<file path="config.mk">
export PLATFORM = sky130hd
export DESIGN_NAME = mem_traffic_gen
export DESIGN_NICKNAME = d
export VERILOG_FILES = /design/src/rtl/mem_traffic_gen.sv
export SDC_FILE = /design/constraint.sdc
export NUM_CORES = 1
export LEC_CHECK = 0
export CORE_ASPECT_RATIO = 0.9
export CORE_MARGIN = 2
export CORE_UTILIZATION = 41
export DETAILED_ROUTE_END_ITERATION = 6
export GPL_ROUTABILITY_DRIVEN = 0
export GPL_TIMING_DRIVEN = 0
export PLACE_DENSITY = 0.91
export SLEW_MARGIN = 15
export SYNTH_ARGS = -nofsm -noshare
export SYNTH_HDL_FRONTEND = slang
export SYNTH_SLANG_ARGS = --single-unit
</file>
<file path="constraint.sdc">
create_clock -name clk -period 3.11 [get_ports clk]
set_input_delay 0.4665 -clock clk [delete_from_list [all_inputs] [get_ports clk]]
set_output_delay 0.4665 -clock clk [all_outputs]
set_load 0.05 [all_outputs]
</file>
<file path="src/rtl/mem_traffic_gen.sv">
module mem_traffic_gen #(
  parameter int BURST_LEN        = 8,
  parameter int STRIDE_OVERRIDE8 = 0,
  parameter int NUM_CMDS         = 16
) (
  input  logic         clk,
  input  logic         rst_n,
  input  logic         start,
  input  logic         cmd_full,
  output logic         cmd_push,
  output logic [35:0]  cmd_word,
  input  logic         wdata_full,
  output logic         wdata_push,
  output logic [127:0] wdata,
  input  logic         rd_empty,
  output logic         rd_pop,
  input  logic [127:0] rd_data,
  output logic         done,
  output logic         pass,
  output logic         fail
);

  localparam int BEATS = BURST_LEN / 2;
  localparam int STEP  = (STRIDE_OVERRIDE8 != 0) ? 8 : BURST_LEN;
  localparam int BW    = (BEATS > 1) ? $clog2(BEATS) : 1;
  localparam int CW    = $clog2(NUM_CMDS) + 1;
  localparam logic [BW-1:0] LAST_BEAT = BW'(BEATS - 1);
  localparam logic [CW-1:0] LAST_CMD  = CW'(NUM_CMDS - 1);

  typedef enum logic [2:0] {S_IDLE, S_WDATA, S_WCMD, S_RCMD, S_RWAIT, S_DONE} st_t;

  st_t           st;
  logic [31:0]   addr, c_addr;
  logic [BW-1:0] beat, c_beat;
  logic [CW-1:0] n_iss, n_cmp;
  logic          fail_q, done_q;

  function automatic logic [127:0] pattern(input logic [31:0] a, input logic [BW-1:0] b);
    return {a, 32'(b), ~a, a ^ 32'hC3C3_3C3C};
  endfunction

  initial assert_burst_len_R3: assert (BURST_LEN == 4 || BURST_LEN == 8);

  assign wdata_push = (st == S_WDATA) && !wdata_full;
  assign wdata      = pattern(addr, beat);
  assign cmd_push   = (st == S_WCMD || st == S_RCMD) && !cmd_full;
  assign cmd_word   = {(st == S_RCMD) ? 3'b001 : 3'b000, 1'b0, addr};
  assign rd_pop     = (st == S_RCMD || st == S_RWAIT) && !rd_empty;
  assign done       = done_q;
  assign fail       = fail_q;
  assign pass       = done_q && !fail_q;

  always_ff @(posedge clk) begin
    if (!rst_n) begin
      st     <= S_IDLE;
      addr   <= '0;
      beat   <= '0;
      n_iss  <= '0;
      c_addr <= '0;
      c_beat <= '0;
      n_cmp  <= '0;
      fail_q <= 1'b0;
      done_q <= 1'b0;
    end else begin
      case (st)
        S_IDLE: if (start) begin
          st     <= S_WDATA;
          addr   <= '0;
          beat   <= '0;
          n_iss  <= '0;
          c_addr <= '0;
          c_beat <= '0;
          n_cmp  <= '0;
        end
        S_WDATA: if (wdata_push) begin
          if (beat == LAST_BEAT) begin
            beat <= '0;
            st   <= S_WCMD;
          end else begin
            beat <= beat + 1'b1;
          end
        end
        S_WCMD: if (cmd_push) begin
          if (n_iss == LAST_CMD) begin
            addr  <= '0;
            n_iss <= '0;
            st    <= S_RCMD;
          end else begin
            addr  <= addr + 32'(STEP);
            n_iss <= n_iss + 1'b1;
            st    <= S_WDATA;
          end
        end
        S_RCMD: if (cmd_push) begin
          if (n_iss == LAST_CMD) begin
            st <= S_RWAIT;
          end else begin
            addr  <= addr + 32'(STEP);
            n_iss <= n_iss + 1'b1;
          end
        end
        default: ;
      endcase

      if (rd_pop) begin
        if (rd_data != pattern(c_addr, c_beat)) fail_q <= 1'b1;
        if (c_beat == LAST_BEAT) begin
          c_beat <= '0;
          c_addr <= c_addr + 32'(STEP);
          n_cmp  <= n_cmp + 1'b1;
          if (n_cmp == LAST_CMD) begin
            done_q <= 1'b1;
            st     <= S_DONE;
          end
        end else begin
          c_beat <= c_beat + 1'b1;
        end
      end
    end
  end

  assert_cmd_held_R6: assert property (@(posedge clk) disable iff (!rst_n)
    (st == S_WCMD || st == S_RCMD) && cmd_full |=> $stable(cmd_word) && $stable(st));

  assert_wdata_held_R6: assert property (@(posedge clk) disable iff (!rst_n)
    (st == S_WDATA) && wdata_full |=> $stable(wdata) && (st == S_WDATA));

  assert_addr_aligned_R4: assert property (@(posedge clk) disable iff (!rst_n)
    cmd_push |-> (cmd_word[31:0] % 32'(STEP)) == 32'd0);

  assert_done_sticky_R9: assert property (@(posedge clk) disable iff (!rst_n)
    done |=> done);

  assert_fail_sticky_R8: assert property (@(posedge clk) disable iff (!rst_n)
    fail |=> fail);

endmodule

</file>
# Word-level counts from Yosys, hierarchy flattened
# Index checks and enable logic that the tools add are counted.
[classes]
add_sub_neg = 6
muxes = 39
n_reduce_logical = 20
eq_ne = 14
bitwise_logic = 4
[op_table]
columns = ["cell", "count"]
rows = [
  ["$mux 32", 9],
  ["$ne 128x128->1", 1],
  ["$pmux 32 s3", 1],
  ["$add 32x4->32 const B", 2],
  ["$not 32->32", 2],
  ["$mux 5", 9],
  ["$not 16->16", 2],
  ["$mux 3", 9],
  ["$pmux 5 s3", 1],
  ["$mux 2", 7],
  ["$pmux 3 s4", 1],
  ["$add 5x1->5 const B", 2],
  ["$eq 5x4->1 const B", 2],
  ["$ne 2x2->1 const B", 5],
  ["$eq 3x2->1 const B", 2],
  ["$reduce_and 3->1", 2],
  ["$reduce_bool 2->1", 3],
  ["$reduce_and 5->1", 1],
  ["$add 2x1->2 const B", 2],
  ["$eq 2x2->1 const B", 2],
  ["$logic_and 1x1->1", 4],
  ["$logic_not 1->1", 4],
  ["$pmux 2 s2", 1],
  ["$reduce_and 2->1", 2],
  ["other kinds (6)", 7],
]
[totals]
reg_bits = 83
in_bits = 134

# Longest topological paths before layout
[logic_depth]
depth_word = 8
ltp_mapped = 10
mapped_depth_nobuf = 9

# Worst setup path after synthesis
# OpenSTA, ideal clock, no wires.
[synth_timing]
kind = "register to register"
start = "register addr[13]"
end = "register addr[30]"
arrival_time_ns = 2.385
required_ns = 2.982
setup_ns = 0.128
period_less_slack_ns = 2.513
path_stages_with_launch = 7
path_slack_ns = 0.597
path_cell_list = "dfxtp_1 > inv_1 > nor4_1 > nor4b_2 > nand4_1 > xnor2_1 > nor2_1"
[synth_via]
elab_chain_len = 4
word_cells_on_any_way = 6
classes_between = "add/sub: 1; mux: 5"
[synth_rtl]
columns = ["item", "line_no", "source"]
rows = [
  ["from (decl)", "33", "logic [31:0] addr, c_addr;"],
  ["from (signal assigned)", "89", "addr <= addr + 32'(STEP);"],
  ["from (signal assigned)", "98", "addr <= addr + 32'(STEP);"],
  ["$add 32x4->32 (*)", "89, 98", ""],
  ["$mux 32, on equally long branches", "95, 84", ""],
  ["$mux 32, on equally long branches", "94, 83", ""],
  ["$pmux 32 s3 (*)", "65", "case (st)"],
]
# Every way passes the cells marked *; elsewhere a longest branch is shown, timed or not. The select of a mux whose other input is x is not followed.
# A chain may end at the register's enable or synchronous reset.

# Worst setup path after layout
[layout_timing]
start = "register st[1]"
end = "output rd_pop"
[layout_via]
elab_chain_len = 3
word_cells_on_any_way = 4
classes_between = "eq/ne: 2; reduce/logical: 2"
[layout_rtl]
columns = ["item", "line_no", "source"]
rows = [
  ["from (decl)", "32", "st_t st;"],
  ["from (signal assigned)", "55", "st <= S_IDLE;"],
  ["from (signal assigned)", "67", "st <= S_WDATA;"],
  ["from (signal assigned)", "78", "st <= S_WCMD;"],
  ["$eq 3x2->1 / $eq 3x3->1 (equally long branches)", "48", "assign rd_pop = (st == S_RCMD || st == S_RWAIT) && !rd_empty;"],
  ["$logic_or 1x1->1 (*)", "48", ""],
  ["$logic_and 1x1->1 (*)", "48", ""],
  ["to (decl)", "16", "output logic rd_pop,"],
]
# Every way passes the cells marked *; elsewhere a longest branch is shown, timed or not.

==> metrics.md <==
| Metric | Value |
|---|---|
| Hold path start | n_cmp[4] |
| FF-to-FF Start | n_iss[0] |
| Switching part of the total | 25.0% |
| Flop pwr share | 38.0% |
| Mapped Cells | 753 |
| # hold bufs at CTS | 0 |
| Layout cell share with drive strength beyond 1 | 12.3% |
| Seq cells post-synth | 80 |
| Die Y | 117 um |
| Final Cycle Share | 92.9% |
| CTS tree | done |
| Vias | 6282 |
| Highest routed layer | met4 |
| Worst-path clk slew | 0.06 ns |
| WL final | 20.2 mm |
| TritonCTS Sinks | 80 |
| Mapped Avg Cell Area | 7.71 um^2 |
| Largest net degree at the start of global routing | 13 |
| WL met2 | 9.97 mm |
| Reg2reg end | addr[12] |
| Wl on met1 | 8.06 mm |
| Vias in the first global route | 5694 |
| Clock period minus worst slack | 2.89 ns |
| Ant. Diodes | 0 |
| Worst EP arrival | 2.42 ns |
| RSZ-0062 raised after global routing | no |
| Slew headroom | 46.0% |
| WS Path Type | reg -> out |
| Worst hold stages | 2 |
| PwrDens | 297 mW/mm^2 |
| Final core occ | 65.4% |
| Maximum vdd ir drop | 0.276 mV |
| H-tree lvl count | 3 |
| Die area | 0.0151 mm^2 |
| Syn-to-layout area delta | 57.2% |
| Starting Density | 41.6% |
| Site Rows | 41 |
| Max-slew violations | 0 |
| WP data required | 2.64 ns |
| Hold Vio Cnt, Final | 0 |
| Hold/Removal Path Class | reg -> reg |
| Worst-margin pin slew | 0.804 ns |
| CTS buffer count | 9 |
| Crit end category | output pin |
| Nets@finish | 1207 |
| EDFF count, synth | 0 |
| Leading area contributor after synthesis | dfxtp_1 |
| CORE AREA | 0.0140 mm^2 |
| DRC | 0 |
| Most numerous cell in the Yosys netlist | buf_4 |
| Switch Pwr | 0.676 mW |
| Met3 wire len | 1.68 mm |
| Top post-synthesis cells by count | buf_4, dfxtp_1, nor2_1, inv_1, xnor2_1 |
| Achievable Freq | 346 MHz |
| Layout Skew | 0.00434 ns |
| Global-route wire length before repair | 29.7 mm |
| LEAKAGE | 3.63 nW |
| Reg2reg path depth | 10 |
| Synthesis Warnings | 0 |
| Hold Path End | n_cmp[4] |
| Synth Cell Area | 0.00581 mm^2 |
| Port bufs | 257 |
| Filler instances | 1120 |
| First DRT Iteration DRCs | 565 |
| Synth cell types | 57 |
| Status | complete, no violations |
| Register area share after synthesis | 27.6% |
| WL/cell | 16.0 um |
| Tot GR Track Use | 25.2% |
| Final HPWL from detailed placement | 16.2 mm |
| Die span in x | 129 um |
| Io pins | 304 |
| Pint | 2.03 mW |
| Total negative slack | 0 ns |
| CTS root buf | clkbuf_16 |
| Critical Path Source Type | register |
| Worst-path fanout max | 9 |
| Maximum clock path buffer count | 2 |
| Synth top area share | 27.6% |
| Gr ovfl total | 0 |
| Max_cap viols | 0 |
| Number of antenna violations at the first check in global routing | 0 |
| Synth area leaders | dfxtp_1, buf_4, xnor2_1 |
| Clk pwr share | 43.7% |
| Vias per cell | 4.98 |
| Main synth FF type | dfxtp_1 |
| Clk Latency, worst-skew pair | 0.34 ns |
| Ys async rst share | 0% |
| Drt first pass iters | 5 |
| Power share of the combinational group | 18.3% |
| Final Setup Violations | 0 |
| Reg2reg setup slack | 0.32 ns |
| ANT nets after route | 0 |
[layout make-up]
cell class,count,area (um^2),share of cell area [%]
Inverter,61,229,2.51
Tap cell,193,241,2.65
Multi-Input combinational cell,517,3230,35.4
Sequential cell,80,1600,17.5
Timing Repair Buffer,257,2570,28.2
Clock inverter,2,60.1,0.658
Buffer,138,916,10.0
Clock buffer,14,274,3.00
[power by group through the flow]
stage | Clock (mW) | Combinational [mW] | Sequential, mW
2_1_floorplan | 0 | 0.265 | 1.06
3_3_place_gp | 0 | 0.483 | 1.05
3_5_place_dp | 0 | 0.488 | 1.05
4_1_cts | 1.18 | 0.490 | 1.03
5_1_grt | 1.23 | 0.526 | 1.03
6_report | 1.18 | 0.497 | 1.03
[routing by layer]
| metal | track usage [%] | vias up |
|---|---|---|
| li1 | - | 3025 |
| met5 | 0 | - |
| met1 | 32.8 | 2908 |
| met4 | 7.96 | 0 |
| met3 | 4.91 | 41 |
| met2 | 42.3 | 308 |
[state kept, by name (all words and copies together), names as in the netlist]
signal / count
done: 1
addr: 29
n_cmp: 5
c_addr: 32
n_iss: 5
c_beat: 2
fail: 1
beat: 2
st: 3
[cells in the final DEF, fill, tap and decap left out, types with 13 or more instances in the layout]
cell	count
conb_1	45
and2_1	13
clkbuf_1	35
inv_1	61
o21ai_0	19
nor3_1	13
nand4_1	28
nand2_1	44
xnor2_1	53
buf_4	104
nand3_1	31
a21oi_1	21
nor4_1	20
and3_1	17
clkdlybuf4s50_1	255
xor2_1	33
nor2_1	63
dfxtp_1	80
[worst max-delay path, stage by stage, from the launching register on]
cell and delay, ns:
dfxtp_1 0.31, buf_6 0.13, or3b_4 0.43, a21oi_1 0.59
dlygate4sd2_1 0.62
[how the worst max path moves through the flow]
stage,from,end,slack [ns],depth (start not counted)
detailed placement,rd_empty,rd_pop,0.16,3
global route,n_iss[0],addr[12],0.06,10
finish,st[1],rd_pop,0.22,4
floorplan,addr[13],addr[30],0.60,6
CTS,st[0],wdata_push,0.02,5
global placement,rd_empty,rd_pop,0.20,3
[stage by stage]
stage               hold slack [ns]  worst slack [ns]  total power, mW  instances  area [um^2]
finish                        0.507             0.222             2.71       1262         9130
global route                  0.550            0.0562             2.79       1262         9130
CTS                           0.508            0.0191             2.70       1262         9110
detailed placement            0.501             0.159             1.54       1246         8780
global placement              0.485             0.202             1.53       1246         8780
floorplan                     0.472             0.597             1.32        796         5970
[what timing repair did]
item,CTS,global route
resized for setup,1,2
setup buffers,0,0
gates cloned,0,0
endpoints found under the setup margin,1,7
[cells by family (layout without fill, tap and decap cells)]
kind of cell	count (synthesis)	count (layout)	share of synthesized area, %
compound gates	91	91	10.6
xor+xnor	86	86	13.0
fa+ha+maj	9	9	1.94
buf+inv	199	472	19.7
flops	80	80	27.6
mux	9	9	1.55
other cells	2	45	0.129
simple gates	277	277	25.5
(Power assumes the default switching activity.)
